## src/rtl/spix_pkg.sv

```systemverilog
package spix_pkg;
  localparam int unsigned BUS_AW = 2;

  localparam logic [BUS_AW-1:0] A_CTRL = 2'd0;
  localparam logic [BUS_AW-1:0] A_STAT = 2'd1;
  localparam logic [BUS_AW-1:0] A_DATA = 2'd2;
  localparam logic [BUS_AW-1:0] A_PAD  = 2'd3;

  // status bit positions
  localparam int unsigned ST_DONE  = 7;
  localparam int unsigned ST_WCOL  = 6;
  localparam int unsigned ST_FAULT = 4;
  localparam int unsigned ST_MFOFF = 3;

  // control register upper nibble, bit 7 first
  typedef struct packed {
    logic ss_drive;
    logic enable;
    logic irq_en;
    logic master;
  } ctrl_t;

  typedef enum logic [1:0] {
    SS_SEL_IN   = 2'd0,
    SS_FAULT_IN = 2'd1,
    SS_AUTO_OUT = 2'd2,
    SS_SOFT_PAD = 2'd3
  } ss_role_t;
endpackage

```

## src/rtl/spix_sync.sv

```systemverilog
module spix_sync #(
  parameter int unsigned WIDTH  = 3,
  parameter int unsigned STAGES = 2,
  parameter logic [WIDTH-1:0] INIT = '0
) (
  input  logic             clk,
  input  logic             rst,
  input  logic [WIDTH-1:0] d,
  output logic [WIDTH-1:0] q
);
  logic [STAGES-1:0][WIDTH-1:0] stg;

  always_ff @(posedge clk) begin
    if (rst) stg <= {STAGES{INIT}};
    else     stg <= {stg[STAGES-2:0], d};
  end

  assign q = stg[STAGES-1];
endmodule

```

## src/rtl/spix_regs.sv

```systemverilog
module spix_regs
  import spix_pkg::*;
#(
  parameter int unsigned DW = 8
) (
  input  logic              clk,
  input  logic              rst,
  input  logic              bus_wr,
  input  logic              bus_rd,
  input  logic [BUS_AW-1:0] bus_addr,
  input  logic [DW-1:0]     bus_wdata,
  output logic [DW-1:0]     bus_rdata,
  input  logic              irq_global_en,
  input  logic              mode_fault,
  input  logic              xfer_busy,
  input  logic              xfer_done,
  input  logic [DW-1:0]     rx_byte,
  output ctrl_t             ctrl_q,
  output logic              mf_off,
  output logic              pad_out,
  output logic              pad_oe,
  output logic              tx_load,
  output logic [DW-1:0]     tx_byte,
  output logic              st_done,
  output logic              st_wcol,
  output logic              st_fault,
  output logic              irq
);
  localparam int unsigned CTRL_LO = DW - $bits(ctrl_t);

  logic            wr_ctrl, wr_stat, wr_data, wr_pad;
  logic            collide;
  logic [DW-1:0]   rd_mux;
  logic [DW-1:0]   stat_word;

  assign wr_ctrl = bus_wr && (bus_addr == A_CTRL);
  assign wr_stat = bus_wr && (bus_addr == A_STAT);
  assign wr_data = bus_wr && (bus_addr == A_DATA);
  assign wr_pad  = bus_wr && (bus_addr == A_PAD);

  // a data write is either accepted into the shifter or counted as a collision
  assign collide = wr_data &&  xfer_busy;
  assign tx_load = wr_data && !xfer_busy;
  assign tx_byte = bus_wdata;

  always_comb begin
    stat_word            = '0;
    stat_word[ST_DONE]   = st_done;
    stat_word[ST_WCOL]   = st_wcol;
    stat_word[ST_FAULT]  = st_fault;
    stat_word[ST_MFOFF]  = mf_off;
  end

  always_comb begin
    unique case (bus_addr)
      A_CTRL:  rd_mux = {ctrl_q, {CTRL_LO{1'b0}}};
      A_STAT:  rd_mux = stat_word;
      A_DATA:  rd_mux = rx_byte;
      default: rd_mux = {{(DW-2){1'b0}}, pad_oe, pad_out};
    endcase
  end

  always_ff @(posedge clk) begin
    if (rst) begin
      ctrl_q    <= '0;
      mf_off    <= 1'b0;
      pad_out   <= 1'b0;
      pad_oe    <= 1'b0;
      st_done   <= 1'b0;
      st_wcol   <= 1'b0;
      st_fault  <= 1'b0;
      bus_rdata <= '0;
      irq       <= 1'b0;
    end else begin
      if (wr_ctrl) ctrl_q <= ctrl_t'(bus_wdata[DW-1:CTRL_LO]);
      // hardware shutdown on a fault overrides a software write in the same cycle
      if (mode_fault) begin
        ctrl_q.master <= 1'b0;
        ctrl_q.enable <= 1'b0;
      end

      if (wr_stat) begin
        mf_off <= bus_wdata[ST_MFOFF];
        if (bus_wdata[ST_DONE])  st_done  <= 1'b0;
        if (bus_wdata[ST_WCOL])  st_wcol  <= 1'b0;
        if (bus_wdata[ST_FAULT]) st_fault <= 1'b0;
      end
      if (xfer_done)  st_done  <= 1'b1;
      if (collide)    st_wcol  <= 1'b1;
      if (mode_fault) st_fault <= 1'b1;

      if (wr_pad) begin
        pad_out <= bus_wdata[0];
        pad_oe  <= bus_wdata[1];
      end

      if (bus_rd) bus_rdata <= rd_mux;

      irq <= ctrl_q.irq_en && irq_global_en && (st_done || st_fault);
    end
  end
endmodule

```

## src/rtl/spix_engine.sv

```systemverilog
module spix_engine #(
  parameter int unsigned DW  = 8,
  parameter int unsigned DIV = 2
) (
  input  logic          clk,
  input  logic          rst,
  input  logic          master,
  input  logic          enable,
  input  logic          tx_load,
  input  logic [DW-1:0] tx_byte,
  input  logic          miso_i,
  input  logic          sck_s,
  input  logic          mosi_s,
  input  logic          ss_s,
  output logic          sck_o,
  output logic          sdo,
  output logic          m_busy,
  output logic          xfer_busy,
  output logic          done,
  output logic [DW-1:0] rx_q
);
  localparam int unsigned CW  = (DW  > 1) ? $clog2(DW)  : 1;
  localparam int unsigned DVW = (DIV > 1) ? $clog2(DIV) : 1;
  localparam logic [CW-1:0]  LAST_BIT = CW'(DW - 1);
  localparam logic [DVW-1:0] DIV_TOP  = DVW'(DIV - 1);

  logic [DW-1:0]  sh;
  logic           smp;
  logic [CW-1:0]  cnt;
  logic [DVW-1:0] div_q;
  logic           sck_q;
  logic           s_act;
  logic           sck_d;
  logic           rise_s, fall_s;

  assign rise_s = sck_s && !sck_d;
  assign fall_s = !sck_s && sck_d;

  always_ff @(posedge clk) begin
    if (rst) begin
      sh     <= '0;
      smp    <= 1'b0;
      cnt    <= '0;
      div_q  <= '0;
      sck_q  <= 1'b0;
      m_busy <= 1'b0;
      s_act  <= 1'b0;
      sck_d  <= 1'b0;
      done   <= 1'b0;
      rx_q   <= '0;
    end else begin
      done  <= 1'b0;
      sck_d <= sck_s;
      if (!enable) begin
        m_busy <= 1'b0;
        s_act  <= 1'b0;
        cnt    <= '0;
        sck_q  <= 1'b0;
        div_q  <= '0;
      end else if (master) begin
        s_act <= 1'b0;
        if (!m_busy) begin
          sck_q <= 1'b0;
          if (tx_load) begin
            sh     <= tx_byte;
            m_busy <= 1'b1;
            cnt    <= '0;
            div_q  <= '0;
          end
        end else if (div_q == DIV_TOP) begin
          div_q <= '0;
          if (!sck_q) begin
            sck_q <= 1'b1;
            smp   <= miso_i;
          end else begin
            sck_q <= 1'b0;
            sh    <= {sh[DW-2:0], smp};
            cnt   <= cnt + 1'b1;
            if (cnt == LAST_BIT) begin
              m_busy <= 1'b0;
              done   <= 1'b1;
              rx_q   <= {sh[DW-2:0], smp};
            end
          end
        end else begin
          div_q <= div_q + 1'b1;
        end
      end else begin
        m_busy <= 1'b0;
        sck_q  <= 1'b0;
        if (tx_load) sh <= tx_byte;
        if (ss_s) begin
          s_act <= 1'b0;
          cnt   <= '0;
        end else begin
          if (rise_s) begin
            smp   <= mosi_s;
            s_act <= 1'b1;
          end
          if (fall_s && s_act) begin
            sh  <= {sh[DW-2:0], smp};
            cnt <= cnt + 1'b1;
            if (cnt == LAST_BIT) begin
              s_act <= 1'b0;
              done  <= 1'b1;
              rx_q  <= {sh[DW-2:0], smp};
            end
          end
        end
      end
    end
  end

  assign sck_o     = sck_q;
  assign sdo       = sh[DW-1];
  assign xfer_busy = m_busy || s_act;
endmodule

```

## src/rtl/spix_pads.sv

```systemverilog
module spix_pads
  import spix_pkg::*;
(
  input  logic clk,
  input  logic rst,
  input  logic master,
  input  logic enable,
  input  logic ss_drive,
  input  logic mf_off,
  input  logic pad_out,
  input  logic pad_oe,
  input  logic m_busy,
  input  logic ss_s,
  output logic mode_fault,
  output logic ss_o,
  output logic ss_oe,
  output logic sck_oe,
  output logic mosi_oe,
  output logic miso_oe
);
  ss_role_t role;

  always_comb begin
    if (!master)       role = SS_SEL_IN;
    else if (!mf_off)  role = SS_FAULT_IN;
    else if (ss_drive) role = SS_AUTO_OUT;
    else               role = SS_SOFT_PAD;
  end

  assign mode_fault = (role == SS_FAULT_IN) && enable && !ss_s;

  always_ff @(posedge clk) begin
    if (rst) begin
      ss_o    <= 1'b1;
      ss_oe   <= 1'b0;
      sck_oe  <= 1'b0;
      mosi_oe <= 1'b0;
      miso_oe <= 1'b0;
    end else begin
      unique case (role)
        SS_AUTO_OUT: begin ss_oe <= 1'b1;   ss_o <= !m_busy; end
        SS_SOFT_PAD: begin ss_oe <= pad_oe; ss_o <= pad_out; end
        default:     begin ss_oe <= 1'b0;   ss_o <= 1'b1;    end
      endcase
      sck_oe  <= master && enable;
      mosi_oe <= master && enable;
      miso_oe <= !master && enable && !ss_s;
    end
  end
endmodule

```

## src/rtl/spix_top.sv

```systemverilog
module spix_top
  import spix_pkg::*;
#(
  parameter int unsigned DW          = 8,
  parameter int unsigned DIV         = 2,
  parameter int unsigned SYNC_STAGES = 2
) (
  input  logic              clk,
  input  logic              rst,
  input  logic              bus_wr,
  input  logic              bus_rd,
  input  logic [BUS_AW-1:0] bus_addr,
  input  logic [DW-1:0]     bus_wdata,
  output logic [DW-1:0]     bus_rdata,
  input  logic              irq_global_en,
  output logic              irq,
  input  logic              sck_i,
  output logic              sck_o,
  output logic              sck_oe,
  input  logic              mosi_i,
  output logic              mosi_o,
  output logic              mosi_oe,
  input  logic              miso_i,
  output logic              miso_o,
  output logic              miso_oe,
  input  logic              ss_i,
  output logic              ss_o,
  output logic              ss_oe
);
  // synchronizer lanes: {select, mosi, sck}; select idles high
  localparam int unsigned       NLANE     = 3;
  localparam logic [NLANE-1:0]  LANE_INIT = 3'b100;

  logic [NLANE-1:0] pins_s;
  logic             sck_s, mosi_s, ss_s;
  ctrl_t            ctrl_q;
  logic             mf_off, pad_out, pad_oe;
  logic             tx_load;
  logic [DW-1:0]    tx_byte, rx_byte;
  logic             m_busy, xfer_busy, xfer_done, mode_fault;
  logic             st_done, st_wcol, st_fault;
  logic             sdo;

  spix_sync #(.WIDTH(NLANE), .STAGES(SYNC_STAGES), .INIT(LANE_INIT)) u_sync (
    .clk (clk),
    .rst (rst),
    .d   ({ss_i, mosi_i, sck_i}),
    .q   (pins_s)
  );
  assign {ss_s, mosi_s, sck_s} = pins_s;

  spix_regs #(.DW(DW)) u_regs (
    .clk           (clk),
    .rst           (rst),
    .bus_wr        (bus_wr),
    .bus_rd        (bus_rd),
    .bus_addr      (bus_addr),
    .bus_wdata     (bus_wdata),
    .bus_rdata     (bus_rdata),
    .irq_global_en (irq_global_en),
    .mode_fault    (mode_fault),
    .xfer_busy     (xfer_busy),
    .xfer_done     (xfer_done),
    .rx_byte       (rx_byte),
    .ctrl_q        (ctrl_q),
    .mf_off        (mf_off),
    .pad_out       (pad_out),
    .pad_oe        (pad_oe),
    .tx_load       (tx_load),
    .tx_byte       (tx_byte),
    .st_done       (st_done),
    .st_wcol       (st_wcol),
    .st_fault      (st_fault),
    .irq           (irq)
  );

  spix_engine #(.DW(DW), .DIV(DIV)) u_eng (
    .clk       (clk),
    .rst       (rst),
    .master    (ctrl_q.master),
    .enable    (ctrl_q.enable),
    .tx_load   (tx_load),
    .tx_byte   (tx_byte),
    .miso_i    (miso_i),
    .sck_s     (sck_s),
    .mosi_s    (mosi_s),
    .ss_s      (ss_s),
    .sck_o     (sck_o),
    .sdo       (sdo),
    .m_busy    (m_busy),
    .xfer_busy (xfer_busy),
    .done      (xfer_done),
    .rx_q      (rx_byte)
  );

  spix_pads u_pads (
    .clk        (clk),
    .rst        (rst),
    .master     (ctrl_q.master),
    .enable     (ctrl_q.enable),
    .ss_drive   (ctrl_q.ss_drive),
    .mf_off     (mf_off),
    .pad_out    (pad_out),
    .pad_oe     (pad_oe),
    .m_busy     (m_busy),
    .ss_s       (ss_s),
    .mode_fault (mode_fault),
    .ss_o       (ss_o),
    .ss_oe      (ss_oe),
    .sck_oe     (sck_oe),
    .mosi_oe    (mosi_oe),
    .miso_oe    (miso_oe)
  );

  assign mosi_o = sdo;
  assign miso_o = sdo;
endmodule

```

## config.mk

```make
export PLATFORM = sky130hd
export DESIGN_NAME = spix_top
export DESIGN_NICKNAME = d
export VERILOG_FILES = /design/src/rtl/spix_pkg.sv /design/src/rtl/spix_sync.sv /design/src/rtl/spix_regs.sv /design/src/rtl/spix_engine.sv /design/src/rtl/spix_pads.sv /design/src/rtl/spix_top.sv
export SDC_FILE = /design/constraint.sdc
export NUM_CORES = 1
export LEC_CHECK = 0
export ABC_AREA = 1
export BUFFER_PORTS_ARGS = -buffer_cell sky130_fd_sc_hd__buf_2
export CAP_MARGIN = 5
export CORE_UTILIZATION = 35
export DETAILED_ROUTE_END_ITERATION = 10
export PLACE_DENSITY = 0.59
export RECOVER_POWER = 25
export SLEW_MARGIN = 20
export SYNTH_ARGS = -nofsm -noshare
export SYNTH_HDL_FRONTEND = slang
export SYNTH_SLANG_ARGS = --single-unit
```

## constraint.sdc

```tcl
create_clock -name clk -period 2.25 [get_ports clk]
set_input_delay 0.3375 -clock clk [delete_from_list [all_inputs] [get_ports clk]]
set_output_delay 0.3375 -clock clk [all_outputs]
set_load 0.02 [all_outputs]
```

---- Yosys cells after proc, flatten, opt, wreduce, memory -nomap -nowiden ----
Cells that the tools add are included.
cells by class
  add/sub/neg operators ................... 2
  multiply operators ...................... 0
  divide/modulo/power cells ............... 0
  $lt $le $gt $ge ......................... 0
  eq/ne operators ......................... 15
  shift operators ......................... 0
  multiplexer cells ....................... 61
  bitwise operators ....................... 3
  reductions and logical operators ........ 48
operator list
  kind                                            number
  two-way mux 8 bit                               14
  two-way mux 1 bit                               35
  one-hot mux 8 bit (3 select lines)              1
  two-way mux 3 bit                               7
  nonzero test 2 bit                              9
  logical AND 1 bit                               16
  AND reduction 6 bit                             2
  == test 2 bit (second input constant)           4
  != test 2 x 1 -> 1 bit (second input constant)  4
  AND reduction 2 bit                             4
  OR reduction 4 bit                              2
  logical NOT 1 bit                               6
  != test 3 bit (second input constant)           2
  == test 2 x 1 -> 1 bit (second input constant)  2
  two-way mux 2 bit                               2
  one-hot mux 1 bit (2 select lines)              2
  AND reduction 4 bit                             1
  OR reduction 2 bit                              2
  adder 3 x 1 -> 3 bit (second input constant)    1
  == test 3 bit (second input constant)           1
  != test 3 x 2 -> 1 bit (second input constant)  1
  inverter 1 bit                                  3
  AND reduction 3 bit                             1
  nonzero test 3 bit                              1
  5 further kinds                                 6
storage, ports and cells
  flip-flop bits (word level) ............. 55
  bits in latches ......................... 0
  RAM bits ................................ 0
  memory bits (read-only) ................. 0
  bits of input ports ..................... 19
  output and inout port bits .............. 17
  memories ................................ 0

---- Longest topological paths before layout ----
Gate-level depths: netlist (run 1).
  word-level depth ........................ 8
  depth in mapped cells ................... 12
  mapped depth without buffers ............ 10

---- Modules after synthesis ----
From an unflattened synthesis (run 1), not the netlist that was laid out.
unflattened totals
  cell total of the unflattened synthesis .. 374
  area, all modules ....................... 2660.1 um^2
modules (own cells, without submodules)
  module       instances  cells each  area each (um^2)  seq. area each (um^2)
  spix_engine  1          203         1395.1            520.5
  spix_regs    1          125         905.9             380.4
  spix_sync    1          22          191.4             120.1
  spix_pads    1          23          160.2             80.1
  spix_top     1          1           7.5               0.0

---- Worst setup path before layout (run 1) ----
OpenSTA, ideal clock, no wires.
  path kind ............................... reg2reg
  start point ............................. register u_eng.cnt[0]
  end point ............................... register u_eng.rx_q[5]
  arrival ................................. 1253 ps
  required time ........................... 2135 ps
  setup slack ............................. 882 ps
  cell stages (with the launch flop) ...... 9
  cell sequence ........................... dfxtp_1 > ha_1 > ha_1 > o21ai_1 > nor3_4 > buf_6 > nand3_1 > nand2_1 > nor2_1
on the way
  cells in the longest elaborated chain, start to end .. 6
ends and longest elaborated chain
  item                             line                                   text
  from (decl)                      spix_engine.sv:29                      logic [CW-1:0] cnt;
  from (signal assigned)           spix_engine.sv:78                      cnt <= cnt + 1'b1;
  from (signal assigned)           spix_engine.sv:102                     cnt <= cnt + 1'b1;
  == test 3 bit (*)                spix_engine.sv:79, spix_engine.sv:103
  two-way mux 8 bit (*)            n/a
  two-way mux 8 bit (3 in series)  n/a
  two-way mux 8 bit (*)            n/a
  to (signal assigned)             spix_engine.sv:82                      rx_q <= {sh[DW-2:0], smp};
  to (signal assigned)             spix_engine.sv:106                     rx_q <= {sh[DW-2:0], smp};
  to (decl)                        spix_engine.sv:20                      output logic [DW-1:0] rx_q
Mark *: on every way between the ends. The rest lies on a longest branch, timed or not. The select of a mux whose other input is x is not followed.
A chain may end at the register's enable or synchronous reset.

---- Worst setup path in the final report (run 1) ----
  start point ............................. register u_regs.ctrl_q[0] (netlist name)
  end point ............................... register u_eng.rx_q[4]
on the way
  cells in the longest elaborated chain, start to end .. 2
ends and longest elaborated chain
  item
  != test 2 x 1 -> 1 bit (no line) / nonzero test 2 bit (equally long branches)
  AND reduction 6 bit (no line)
Several ways; a longest one is shown, not always the timed one.

==> results of run 1 <==
[cell type report]
| class | instances | share of cell area (%) |
|---|---|---|
| Clock buffer | 8 | 3.53 |
| Inverter | 50 | 6.79 |
| Tap cell | 96 | 4.23 |
| Multi-Input combinational cell | 229 | 40.1 |
| Sequential cell | 55 | 38.8 |
| Timing Repair Buffer | 37 | 6.57 |
[power breakdown]
| part | switching, uW | internal (uW) |
|---|---|---|
| Combinational | 102 | 49.7 |
| Sequential | 14.1 | 993 |
| Clock | 305 | 282 |
[cell usage in the layout, fill, tap and decap left out, drive strengths merged]
cell / n
a211oi: 4
nor4: 1
nand3: 18
a21oi: 30
clkbuf: 11
a21boi: 1
inv: 48
nand2: 75
nand3b: 1
or2: 2
o2111a: 1
clkinv: 2
ha: 2
nand4: 3
o21ai: 29
nor2: 52
buf: 34
dfxtp: 55
o211ai: 6
nor3: 3
a31o: 1
[layer usage]
metal  vias to the layer above  track usage [%]
met3                         2             3.14
met4                         0             5.45
met1                       959             22.5
li1                       1168                -
met2                        31             24.1
met5                         -                0
[worst max-delay path: stages (launching register included)]
cell	delay (ns)
sky130_fd_sc_hd__dfxtp_1	0.64
sky130_fd_sc_hd__nand2_4	0.15
sky130_fd_sc_hd__clkinv_4	0.09
sky130_fd_sc_hd__nor2_4	0.04
sky130_fd_sc_hd__nor3_4	0.49
sky130_fd_sc_hd__nand3_1	0.14
sky130_fd_sc_hd__nand2_1	0.09
sky130_fd_sc_hd__nor2_1	0.04
[kinds of logic after synthesis]
family | after synthesis | synth area share, %
DFF | 55 | 43.7
AOI/OAI and AO/OA | 72 | 16.3
buffers and inverters | 62 | 11.1
adders and majority gates | 2 | 0.994
and+or+nand+nor | 155 | 27.9
[sequential cells by signal (all words and copies together), names as in the netlist, 3 cells and up]
name and cells:
u_eng.cnt 3, u_eng.rx_q 8, u_eng.sh 8, u_regs.bus_rdata 8
u_regs.ctrl_q 4, u_sync.q 3, u_sync.stg 3
[how the worst max path moves through the flow]
stage,end,slack (ns),cells after the start
after floorplan,u_eng.rx_q[5],0.88,8
after global placement,u_eng.rx_q[2],0.53,7
after detailed placement,u_eng.rx_q[4],0.47,7
after CTS,u_eng.rx_q[4],0.46,7
after global routing,u_eng.rx_q[6],0.27,7
final,u_eng.rx_q[4],0.46,7
[through the flow]
stage | cell area, sq um | util (%) | cells | power (uW)
floorplan | 2520 | - | 346 | 1130
global placement | 2740 | 39.9 | 467 | 1180
detailed placement | 2740 | 39.9 | 467 | 1180
CTS | 2840 | 41.3 | 475 | 1770
global route | 2840 | 41.3 | 475 | 1830
finish | 2840 | 41.3 | 475 | 1750
==> reports/results.txt, run 1 <==
Run status: finished clean
Total number of H-tree levels: 2
Filler instances: 739
Start point of the worst hold path: ss_i
Hold Fails Final Rpt: 0
Num rows: 30
Area share of the leading cell type in the synthesized netlist: 43.7%
CP Launch Type: flop
Initial drt markers: 90
Leading area contributor after synthesis: sky130_fd_sc_hd__dfxtp_1
Reg2Reg Depth: 7
Number of cells produced by synthesis: 346
Post-synthesis to final-layout area growth: 12.7%
Antenna Nets Post-Route: 0
Distinct cell type count of the synthesized netlist: 33
Hold crit path type: in2reg
Relative max-transition margin: 44.4%
Average wire per cell in the routed design: 11.7 microns
Core footprint: 6870 sq um
CP Class: reg2reg
Number of failing setup endpoints in the final timing report: 0
Capture endpoint of the worst hold path: u_sync.stg[2]
Drt first pass iters: 4
Vertical die dimension: 86.8 microns
Antenna violations before repair: 0
Placed wire-length estimate: 4.12 mm
Worst Tran Pin Value: 0.834 ns
CTS tree: done
I/O Buffers: 35
Root buffer cell: sky130_fd_sc_hd__clkbuf_8
Reg area: 1100 sq um
Ratio of final minimum period to clock period: 79.4%
Timing startpoint of the critical path: u_regs.ctrl_q[0]
Post-Route WL: 5.58 mm
Worst hold margin: 0.223 ns
Clock sinks: 55
Final worst-path setup slack: 0.463 ns
Reg2reg setup slack: 0.46 ns
Launch instance of the worst register-to-register path: u_regs.ctrl_q[0]
Worst r2r dst: u_eng.rx_q[4]
Net total in the final layout: 399
Total CTS buffers: 5
Critical path arrival: 1.99 ns
Layout cells sized above 1: 15.8%
Die Span X: 86.8 microns
Pwr/cell area: 615 nW/um^2
Post-synthesis instance area: 2520 sq um
Total I/O pin count: 36
Worst slack, placed: 0.468 ns
Met2 wirelength from detailed routing: 2.35 mm
Global router's overall resource usage: 15.9%
Highest Signal Layer: met4
Leading cell types by count after synthesis: 70 x sky130_fd_sc_hd__nand2_1, 55 x sky130_fd_sc_hd__dfxtp_1, 49 x sky130_fd_sc_hd__nor2_1
Clock latency of the later-clocked register in the worst-skew pair: 0.30 ns
Area of the multi-input gates: 1140 sq um
Cells on Worst Hold Path: 2
Quantity of hold-fixing buffers added after cts: 0
Total leakage power: 0.00124 uW
Accumulated negative setup slack: 0 ns
Wire length of the first global-routing pass: 9.20 mm
Portion of the post-synthesis area used by sequential elements: 43.7%
Via count of the first global-routing pass: 1927
MaxCap Viol Count: 0
Maximum root-to-sink buffer count: 2
Avg Cell Area, Syn: 7.28 sq um
Total congestion overflow: 0
Largest fanout on the critical path: 16
Area of the die: 7540 sq um
DRC violation count after routing: 0
Post-synthesis async set-or-reset flop share: 0%
Final weighted congestion of routability-driven global placement: 0.816
Unrepaired setup endpoints after global routing: false
Post-layout min period: 1.79 ns
Maximum number of pins on one net before global-route repair: 24
Met1 WL: 3.02 mm
Clock tree skew after final layout: 0.0101 ns
Worst voltage drop across the vdd grid: 0.230 mV
Post-synth EDFFs: 0
Total nets after synthesis: 367
Synthesis-stage register bit count: 55
Top flip-flop cell by instance count after synthesis: sky130_fd_sc_hd__dfxtp_1
Met3 routed wirelength: 148 microns
Starting utilization of the core area: 36.6%
Routed vias/inst: 4.55
Nature of the critical path endpoint: flop
Top-count cell post-synth: sky130_fd_sc_hd__nand2_1
Cells taking the most area after synthesis: sky130_fd_sc_hd__dfxtp_1 44%, sky130_fd_sc_hd__nand2_1 10%, sky130_fd_sc_hd__nor2_1 7.3%, sky130_fd_sc_hd__inv_1 6.6%, sky130_fd_sc_hd__a21oi_1 5.8%
Via count: 2160
Final Slew Violations: 0
Diodes inserted: 0
Post-CTS setup-driven buffer insertion count: 0
Resize count post-CTS: 0
Required time worst endpoint: 2.46 ns
Yosys Warn Count: 0
Achievable frequency: 560 MHz
Clk slew on worst S/H paths: 0.09 ns
(Power assumes the default switching activity.)
==> inputs of run 2 (changes only) <==
--- a/config.mk
+++ b/config.mk
@@ -10,7 +10,7 @@
 export CAP_MARGIN = 5
 export CORE_UTILIZATION = 35
 export DETAILED_ROUTE_END_ITERATION = 10
-export PLACE_DENSITY = 0.59
+export PLACE_DENSITY = 0.61
 export RECOVER_POWER = 25
 export SLEW_MARGIN = 20
 export SYNTH_ARGS = -nofsm -noshare
==> constraint.sdc (replaced) <==
create_clock -name clk -period 1.55 [get_ports clk]
set_input_delay 0.2325 -clock clk [delete_from_list [all_inputs] [get_ports clk]]
set_output_delay 0.2325 -clock clk [all_outputs]
set_load 0.02 [all_outputs]
==> run 2 against run 1 <==
  * Clock power up 24%
  * Clock skew is 0.0041 ns lower
  * Cell count rose by 1.9%
  * Utilization up 1.6 points
  * Critical path depth increased by 2
  * Critical path type unchanged
  * Largest cell class unchanged
  * Largest power group unchanged
==> reports/results.txt, run 2 (synthesized netlist as in run 1, its figures left out) <==
Drt first pass iters: 4 (unchanged)
Total congestion overflow: 0 (unchanged)
DRC violation count after routing: 0 (unchanged)
Num rows: 30 (unchanged)
Net total in the final layout: 410 (+2.8%)
Launch instance of the worst register-to-register path: u_regs.ctrl_q[0]
Hold Fails Final Rpt: 0 (unchanged)
Root buffer cell: sky130_fd_sc_hd__clkbuf_8
Via count of the first global-routing pass: 2067 (+7.3%)
Post-synthesis to final-layout area growth: 17.0%
Run status: finished clean
Area of the die: 7540 sq um (unchanged)
Ratio of final minimum period to clock period: 92.6% (+13 points)
Worst Tran Pin Value: 0.536 ns (-0.299 ns)
Post-layout min period: 1.43 ns (-0.352 ns)
Core footprint: 6870 sq um (unchanged)
Clk slew on worst S/H paths: 0.09 ns (about the same)
CTS tree: done
Vertical die dimension: 86.8 microns (unchanged)
Post-Route WL: 5.86 mm (+5.0%)
Area of the multi-input gates: 1180 sq um (+4.3%)
Final Slew Violations: 0 (unchanged)
Diodes inserted: 0 (unchanged)
Antenna violations before repair: 0 (unchanged)
CP Launch Type: flop
Reg2reg setup slack: 0.12 ns (-0.35 ns)
Total I/O pin count: 36 (unchanged)
Maximum root-to-sink buffer count: 2 (unchanged)
Via count: 2247 (+4.0%)
Final weighted congestion of routability-driven global placement: 0.805 (-1.3%)
Total number of H-tree levels: 2 (unchanged)
Commonest non-fill, non-tap cell in the layout: sky130_fd_sc_hd__nand2_1
Die Span X: 86.8 microns (unchanged)
Antenna Nets Post-Route: 0 (unchanged)
Relative max-transition margin: 64.3% (+20 points)
Accumulated negative setup slack: 0 ns (unchanged)
Reg area: 1110 sq um (+0.45%)
Unrepaired setup endpoints after global routing: false
Timing startpoint of the critical path: u_regs.ctrl_q[0]
Initial drt markers: 87 (-3.3%)
Starting utilization of the core area: 36.6% (unchanged)
Nature of the critical path endpoint: flop
Layout cells sized above 1: 19.1% (+3.2 points)
Total leakage power: 0.00128 uW (+3.0%)
Layout Utilization: 42.9% (+1.6 points)
Global router's overall resource usage: 16.5% (+0.58 points)
Worst voltage drop across the vdd grid: 0.335 mV (+46%)
CP Class: reg2reg
Total CTS buffers: 5 (unchanged)
Placed wire-length estimate: 4.35 mm (+5.5%)
Clock latency of the later-clocked register in the worst-skew pair: 0.30 ns (about the same)
Filler instances: 734 (-0.68%)
Critical path arrival: 1.67 ns (-0.32 ns)
Largest regs: u_eng.rx_q x8, u_eng.sh x8, u_regs.bus_rdata x8
Commonest cells after routing, fill and taps aside: 69 x sky130_fd_sc_hd__nand2_1, 53 x sky130_fd_sc_hd__dfxtp_1, 48 x sky130_fd_sc_hd__nor2_1
Wire length of the first global-routing pass: 9.61 mm (+4.4%)
Hold crit path type: in2reg
Clock tree skew after final layout: 0.00600 ns (-0.00409 ns)
Achievable frequency: 697 MHz (+25%)
Pwr/cell area: 826 nW/um^2 (+34%)
Maximum number of pins on one net before global-route repair: 20 (-17%)
Number of failing setup endpoints in the final timing report: 0 (unchanged)
Largest fanout on the critical path: 7 (-9)
Routed vias/inst: 4.64 (+2.1%)
Quantity of hold-fixing buffers added after cts: 0 (unchanged)
Required time worst endpoint: 1.78 ns (-0.68 ns)
Clock sinks: 55 (unchanged)
MaxCap Viol Count: 0 (unchanged)
Average wire per cell in the routed design: 12.1 microns (+3.1%)
I/O Buffers: 35 (unchanged)
Start point of the worst hold path: ss_i
## run 2: cell types whose count changed in the layout (fill, tap and decap cells not counted), sizes merged
| cell | before | now |
|---|---|---|
| buf | 34 | 43 |
| clkbuf | 11 | 10 |
| nand2 | 75 | 76 |
## run 2: cell type report
type | count | share of cell area (%)
flip-flops and latches | 55 | 37.5
multi-input cells | 230 | 40.2
repair buffers | 47 | 9.09
inverters | 50 | 6.62
clock buffers | 6 | 2.46
well taps | 96 | 4.08
## run 2: path summary, 6_finish.rpt
path                   end  depth (start not counted)
max            u_eng.sh[6]                          9
min reg2reg    u_sync.q[1]                          2
min          u_sync.stg[2]                          2
max reg2reg    u_eng.sh[6]                          9
## run 2: routing by layer
layer  global-route usage (%)  vias to the layer above  wire length [microns]
li1                         -                     1190                      -
met1                     21.6                     1006                   2820
met2                     27.2                       47                   2690
met3                     3.05                        4                    279
met4                     5.61                        0                     68
met5                        0                        -                      0
## run 2: what timing repair did
action | in CTS | in global routing
gates resized for setup | 1 | 11
setup buffers | 0 | 4
pin swaps | 1 | 7
gates cloned | 0 | 1
endpoints found under the setup margin | 1 | 17
## run 2: critical path: stages, from the launching register on
cell and delay [ns]:
sky130_fd_sc_hd__dfxtp_4 0.38, sky130_fd_sc_hd__buf_4 0.16, sky130_fd_sc_hd__nor2_8 0.13, sky130_fd_sc_hd__inv_4 0.07
sky130_fd_sc_hd__nand2_8 0.10, sky130_fd_sc_hd__nand2_8 0.07, sky130_fd_sc_hd__buf_4 0.14, sky130_fd_sc_hd__o21ai_1 0.12
sky130_fd_sc_hd__inv_1 0.05, sky130_fd_sc_hd__a21oi_1 0.15
## run 2: power by group
| group | internal (uW) | total [uW] | leakage, uW | switching [uW] |
|---|---|---|---|---|
| clock | 303 | 728 | 0.0000371 | 425 |
| combinational | 86.0 | 246 | 0.000796 | 160 |
| sequential | 1440 | 1460 | 0.000448 | 18.6 |
| total | 1830 | 2430 | 0.00128 | 604 |
## run 2: stage by stage
| step | std cells | hold WS [ns] | total power [uW] | cell area, sq um | setup WS (ns) |
|---|---|---|---|---|---|
| after global routing | 484 | 0.118 | 2550 | 2950 | 0.00593 |
| after global placement | 473 | 0.398 | 1720 | 2800 | 0.0784 |
| after floorplan | 346 | 0.336 | 1640 | 2520 | 0.182 |
| after CTS | 479 | 0.111 | 2460 | 2870 | 0.0272 |
| after detailed placement | 473 | 0.395 | 1730 | 2800 | 0.00863 |
| final | 484 | 0.119 | 2430 | 2950 | 0.115 |
